$ cat src/rtl/pwm_tick_pkg.sv
package pwm_tick_pkg;
  localparam int DATA_W  = 32;
  localparam int SRC_W   = 2;
  localparam int SRC_LSB = 7;
  localparam int EXP_W   = 4;
  localparam int EXP_LSB = 0;
  localparam int BYP_OFS = 16;

  typedef struct packed {
    logic [SRC_W-1:0] src;
    logic [EXP_W-1:0] expo;
  } pair_cfg_t;
endpackage

$ cat src/rtl/pt_cfg_regs.sv
module pt_cfg_regs
  import pwm_tick_pkg::*;
#(
  parameter int NUM_CH    = 8,
  parameter int ADDR_W    = 5,
  parameter int GATE_ADDR = 16,
  localparam int NPAIR    = NUM_CH / 2
) (
  input  logic                   clk,
  input  logic                   rst,
  input  logic                   wr_en,
  input  logic [ADDR_W-1:0]      wr_addr,
  input  logic [DATA_W-1:0]      wr_data,
  output pair_cfg_t [NPAIR-1:0]  cfg_o,
  output logic [NPAIR-1:0]       cfg_wr_o,
  output logic [NUM_CH-1:0]      gate_o,
  output logic [NUM_CH-1:0]      byp_o
);
  logic [NUM_CH-1:0] gate_q, byp_q;
  logic              gate_sel;

  assign gate_sel = wr_en && (wr_addr == ADDR_W'(GATE_ADDR));

  for (genvar p = 0; p < NPAIR; p++) begin : g_pair
    pair_cfg_t cfg_q;
    assign cfg_wr_o[p] = wr_en && (wr_addr == ADDR_W'(p));
    always_ff @(posedge clk) begin
      if (rst) begin
        cfg_q <= '0;
      end else if (cfg_wr_o[p]) begin
        cfg_q.src  <= wr_data[SRC_LSB +: SRC_W];
        cfg_q.expo <= wr_data[EXP_LSB +: EXP_W];
      end
    end
    assign cfg_o[p] = cfg_q;
  end

  always_ff @(posedge clk) begin
    if (rst) begin
      gate_q <= '0;
      byp_q  <= '0;
    end else if (gate_sel) begin
      gate_q <= wr_data[NUM_CH-1:0];
      byp_q  <= wr_data[BYP_OFS +: NUM_CH];
    end
  end

  assign gate_o = gate_q;
  assign byp_o  = byp_q;

  // reset leaves every enable and bypass bit cleared
  p_reset_clear_r9: assert property (@(posedge clk)
    rst |=> (gate_q == '0 && byp_q == '0));
endmodule

$ cat src/rtl/pt_pair_div.sv
module pt_pair_div
  import pwm_tick_pkg::*;
#(
  parameter int MAX_EXP = 8,
  localparam int CNT_W  = (MAX_EXP < 1) ? 1 : MAX_EXP
) (
  input  logic      clk,
  input  logic      rst,
  input  logic      osc_tick,
  input  logic      bus_tick,
  input  pair_cfg_t cfg_i,
  input  logic      cfg_wr_i,
  output logic      sel_stb_o,
  output logic      div_stb_o
);
  logic [CNT_W-1:0] cnt_q;
  logic [EXP_W-1:0] eff_exp;
  logic [CNT_W:0]   term;
  logic             at_term;

  assign sel_stb_o = (cfg_i.src != '0) ? bus_tick : osc_tick;
  assign eff_exp   = (cfg_i.expo > EXP_W'(MAX_EXP)) ? EXP_W'(MAX_EXP) : cfg_i.expo;
  assign term      = ((CNT_W+1)'(1) << eff_exp) - (CNT_W+1)'(1);
  assign at_term   = ({1'b0, cnt_q} == term);
  assign div_stb_o = sel_stb_o && at_term && !cfg_wr_i;

  always_ff @(posedge clk) begin
    if (rst || cfg_wr_i) begin
      cnt_q <= '0;
    end else if (sel_stb_o) begin
      cnt_q <= at_term ? '0 : cnt_q + CNT_W'(1);
    end
  end

  // count never passes the terminal value of the clamped exponent
  p_cnt_bound_r4: assert property (@(posedge clk) disable iff (rst)
    ({1'b0, cnt_q} <= term));
  // a configuration write restarts the count
  p_restart_r7: assert property (@(posedge clk) disable iff (rst)
    cfg_wr_i |=> (cnt_q == '0));
  // count only moves on a selected strobe or a restart
  p_cnt_hold_r3: assert property (@(posedge clk) disable iff (rst)
    (!sel_stb_o && !cfg_wr_i) |=> $stable(cnt_q));
endmodule

$ cat src/rtl/pt_chan_tick.sv
module pt_chan_tick (
  input  logic clk,
  input  logic rst,
  input  logic gate_i,
  input  logic byp_i,
  input  logic sel_stb_i,
  input  logic div_stb_i,
  output logic tick_o
);
  logic tick_q;

  always_ff @(posedge clk) begin
    if (rst) tick_q <= 1'b0;
    else     tick_q <= gate_i && (byp_i ? sel_stb_i : div_stb_i);
  end

  assign tick_o = tick_q;

  // a disabled channel emits nothing
  p_gate_off_r5: assert property (@(posedge clk) disable iff (rst)
    !gate_i |=> !tick_o);
  // bypass passes every selected strobe
  p_bypass_pass_r6: assert property (@(posedge clk) disable iff (rst)
    (gate_i && byp_i && sel_stb_i) |=> tick_o);
  // a tick is always one cycle after a selected strobe
  p_tick_after_stb_r8: assert property (@(posedge clk) disable iff (rst)
    tick_o |-> $past(sel_stb_i));
endmodule

$ cat src/rtl/pwm_pair_tick_gen.sv
module pwm_pair_tick_gen
  import pwm_tick_pkg::*;
#(
  parameter int NUM_CH    = 8,
  parameter int MAX_EXP   = 8,
  parameter int ADDR_W    = 5,
  parameter int GATE_ADDR = 16
) (
  input  logic              clk,
  input  logic              rst,
  input  logic              osc_tick,
  input  logic              bus_tick,
  input  logic              wr_en,
  input  logic [ADDR_W-1:0] wr_addr,
  input  logic [31:0]       wr_data,
  output logic [NUM_CH-1:0] tick_o
);
  localparam int NPAIR = NUM_CH / 2;

  pair_cfg_t [NPAIR-1:0] cfg;
  logic [NPAIR-1:0]      cfg_wr;
  logic [NPAIR-1:0]      sel_stb, div_stb;
  logic [NUM_CH-1:0]     gate, byp;

  pt_cfg_regs #(
    .NUM_CH(NUM_CH), .ADDR_W(ADDR_W), .GATE_ADDR(GATE_ADDR)
  ) u_regs (
    .clk(clk), .rst(rst), .wr_en(wr_en), .wr_addr(wr_addr), .wr_data(wr_data),
    .cfg_o(cfg), .cfg_wr_o(cfg_wr), .gate_o(gate), .byp_o(byp)
  );

  for (genvar p = 0; p < NPAIR; p++) begin : g_div
    pt_pair_div #(.MAX_EXP(MAX_EXP)) u_div (
      .clk(clk), .rst(rst), .osc_tick(osc_tick), .bus_tick(bus_tick),
      .cfg_i(cfg[p]), .cfg_wr_i(cfg_wr[p]),
      .sel_stb_o(sel_stb[p]), .div_stb_o(div_stb[p])
    );
  end

  for (genvar n = 0; n < NUM_CH; n++) begin : g_chan
    pt_chan_tick u_chan (
      .clk(clk), .rst(rst), .gate_i(gate[n]), .byp_i(byp[n]),
      .sel_stb_i(sel_stb[n/2]), .div_stb_i(div_stb[n/2]), .tick_o(tick_o[n])
    );
  end

  // both channels of a pair share one divided tick when both are plain-enabled
  p_pair_match_r1: assert property (@(posedge clk) disable iff (rst)
    (gate[0] && gate[1] && !byp[0] && !byp[1]) |=> (tick_o[0] == tick_o[1]));
endmodule

$ cat config.mk
export PLATFORM = sky130hd
export DESIGN_NAME = pwm_pair_tick_gen
export DESIGN_NICKNAME = d
export VERILOG_FILES = /design/src/rtl/pwm_tick_pkg.sv /design/src/rtl/pt_cfg_regs.sv /design/src/rtl/pt_pair_div.sv /design/src/rtl/pt_chan_tick.sv /design/src/rtl/pwm_pair_tick_gen.sv
export SDC_FILE = /design/constraint.sdc
export NUM_CORES = 1
export LEC_CHECK = 0
export ABC_AREA = 1
export BUFFER_PORTS_ARGS = -buffer_cell sky130_fd_sc_hd__buf_2
export CAP_MARGIN = 25
export CORE_UTILIZATION = 60
export CTS_BUF_LIST = sky130_fd_sc_hd__clkbuf_4 sky130_fd_sc_hd__clkbuf_8
export CTS_CLUSTER_SIZE = 20
export DETAILED_ROUTE_END_ITERATION = 16
export GPL_ROUTABILITY_DRIVEN = 1
export GPL_TIMING_DRIVEN = 1
export PLACE_DENSITY = 0.82
export SKIP_LAST_GASP = 1
export SYNTH_ARGS = -nofsm -noshare
export SYNTH_HDL_FRONTEND = slang
export SYNTH_SLANG_ARGS = --single-unit
$ cat constraint.sdc
create_clock -name clk -period 2.51 [get_ports clk]
set_clock_uncertainty 0.05 [all_clocks]
set_input_delay 0.1255 -clock clk [delete_from_list [all_inputs] [get_ports clk]]
set_output_delay 0.1255 -clock clk [all_outputs]
set_load 0.02 [all_outputs]
==> flow_summary.ini <==
[pwr]
powerDensity_mw_per_mm2 = 546
ir_drop_mv = 0.440
p_leak_uw = 0.00210

[floorplan]
die_w_um = 86.6
die_area_mm2 = 0.00750
core_area_mm2 = 0.00687
start_util_pct = 62.5
dieHeight_um = 86.6
io_pins = 50
rows = 30

[logic_synthesis]
async_flop_share_pct = 0
synth_seq_cells = 80
synthFlopType = dfxtp_1
ys_types = 31
yosysTopAreaCellShare_pct = 37.3
synth_largest_area_cell = dfxtp_1
syn_inst = 652
synth_common_cells = nand2_1 (162), nor2_1 (123), dfxtp_1 (80)
ys_seq_area_share_pct = 37.3
netlist_area_mm2 = 0.00430
synth-edff-count = 0
synth_area_per_cell_um2 = 6.59
synth_area_leaders = dfxtp_1 (37%), nand2_1 (14%), nor2_1 (11%)
syn-num-nets = 702
yosysWarnings = 0
yosysMostFrequentCell = nand2_1

[layout]
antenna_cells = 0
postLayoutCellArea_mm2 = 0.00478
final_net_count = 740
area_delta_synth_final_pct = 11.4
layout-drive-gt1-share_pct = 8.78

[placement]
dp_hpwl_um = 6800
placed_area_mm2 = 0.00447
portBuffers = 34
place_congestion = 0.852

[critical_path]
path_delay_family = simple AND/OR/NAND/NOR gates
path_class = reg2reg
slowest_stage = dfxtp_1
startpoint_type = flop
path_buf_inv = 1
timing.critical_path.arrival_ps = 2450
slowest_delay_ps = 360
required_ps = 2690
path_common_cell = nand2_1
worstSetupEndpointType = flop
path_cells = nor2_1 > nand2_1 > ha_1 > inv_1 > nand2_1 > nand2_1 > nor2_1 > nand3_1 > nor2_1 > nand2_1 > nor2_1 > nand2_1 > nand2_1 > nor2_1
worst-path-max-fanout = 7

[drt]
vias = 4081
initialDrtViolationCount = 263
drc = 0
drt-pass1-iter-count = 5
post_drt_wl_per_cell_um = 12.0
drt-vias-per-instance = 5.16
ant_nets = 0
routed_wl_um = 9480

[timing]
fmax_mhz = 441
setup_viol = 0
hold_ws_ps = 33.9
hold_violations = 0
min_period_over_period_pct = 90.2
slew_viol_final = 0
slew_headroom_pct = 56.1
rsz0062_at_grt = false
fin_crit_ps = 2270
fin_setup_tns_ps = 0
tightest_slew_ps = 653

[cts]
clockRootBuffer = clkbuf_8
path_clk_slew_ps = 90
h-tree-depth = 3
cts_tree = yes
cts_setup_buffers = 0
clk_path_buf_depth = 2
cts_buffers = 9
clock_latency_ps = 350
cts_sinks = 80

[status]
run_status = finished, final reports clean

[global_route]
grt_max_degree = 36
grtUsageMet3_pct = 5.43
grt_pass1_wl_um = 16200
antenna_found_initial = 0
grt_usage_pct = 27.4
overflow = 0
grt_pass1_vias = 3762
gr-usage-met1_pct = 36.5
busiest_layer = met2
use_met2_pct = 44.1

[worst_hold_path]
hold_path_class = in2reg

[run]
max-cap-violations = 0
registers in the layout, summed over array words and instances (netlist names):
signal and flops:
g_div.u_div.cnt_q 32, u_regs.cfg_o 24, g_chan.u_chan.tick_o 8, u_regs.byp_o 8, u_regs.gate_o 8
power by group:
group | switching [uW] | internal (uW) | leakage [uW] | total (uW)
combinational | 192 | 113 | 0.00135 | 305
sequential | 25.8 | 1290 | 0.000646 | 1320
clock | 476 | 510 | 0.000101 | 987
kinds of logic after synthesis:
family                   after synthesis  share of synthesized area, %
AO/OA/AOI/OAI                         90                          10.9
AND/OR/NAND/NOR                      349                          33.4
adder cells (fa/ha/maj)                8                          2.33
flip-flops                            80                          37.3
buffers and inverters                 93                          9.53
XOR/XNOR                              32                          6.52
worst reg2reg max path: stages (launching register included):
cell and delay, ps:
dfxtp_1 360, nor2_1 270, nand2_1 140, ha_1 320
inv_1 40, nand2_1 50, nand2_1 40, nor2_1 80
nand3_1 80, nor2_1 110, nand2_1 50, nor2_1 130
nand2_1 90, nand2_1 250, nor2_1 90
per-layer routing:
| metal | up-vias | share of wire [%] |
|---|---|---|
| met1 | 1827 | 47 |
| met2 | 112 | 46 |
| met5 | - | 0 |
| met3 | 17 | 5.0 |
| li1 | 2125 | - |
| met4 | 0 | 1.7 |
worst paths after layout:
path	startpoint	to	slack [ps]	cells after the start
worst max-delay path	u_regs.cfg_o[9]	g_div[1].u_div.cnt_q[4]	240	14
worst min register to register	u_regs.gate_o[3]	g_chan[3].u_chan.tick_o	400	2
worst max register to register	u_regs.cfg_o[9]	g_div[1].u_div.cnt_q[4]	240	14
worst min-delay path	wr_data[8]	u_regs.cfg_o[11]	30	3
metrics by stage:
step | cells | total power [uW] | util [%] | setup slack, ps
6_report | 791 | 2610 | 69.6 | 245
3_5_place_dp | 764 | 1630 | 65.0 | 333
2_1_floorplan | 652 | 1550 | - | 614
5_1_grt | 791 | 2720 | 69.6 | 17.2
4_1_cts | 791 | 2610 | 69.6 | 288
3_3_place_gp | 764 | 1620 | 65.0 | 377
cell usage in the layout, fill, tap and decap left out, types with 2 or more instances in the layout:
| cell | synthesis | layout |
|---|---|---|
| a21oi_1 | 33 | 33 |
| buf_2 | 1 | 34 |
| clkbuf_8 | 0 | 11 |
| clkinv_2 | 0 | 2 |
| clkinvlp_4 | 0 | 2 |
| dfxtp_1 | 80 | 80 |
| dlygate4sd3_1 | 0 | 11 |
| ha_1 | 8 | 8 |
| inv_1 | 71 | 71 |
| inv_2 | 2 | 2 |
| nand2_1 | 162 | 162 |
| nand3_1 | 32 | 32 |
| nand3b_1 | 2 | 2 |
| nand4_1 | 12 | 12 |
| nor2_1 | 123 | 123 |
| nor2_2 | 2 | 2 |
| nor3_1 | 8 | 8 |
| o211ai_1 | 4 | 4 |
| o21a_1 | 2 | 2 |
| o21ai_0 | 40 | 40 |
| o21ai_1 | 10 | 10 |
| or2_1 | 3 | 3 |
| xnor2_1 | 3 | 3 |
| xor2_1 | 29 | 29 |
area by class of cell:
class / count / area (um^2)
Multi-Input combinational cell: 479 / 2280
Fill cell: 618 / 2090
Sequential cell: 80 / 1600
Timing Repair Buffer: 46 / 288
Inverter: 74 / 283
Clock buffer: 11 / 151
Tap cell: 96 / 120
Clock inverter: 5 / 55.1
what timing repair did:
action,CTS,global route
hold endpoints to repair,11,0
resized for setup,0,0
hold buffers,11,0
No activity file was read; power rests on OpenSTA's default activity.
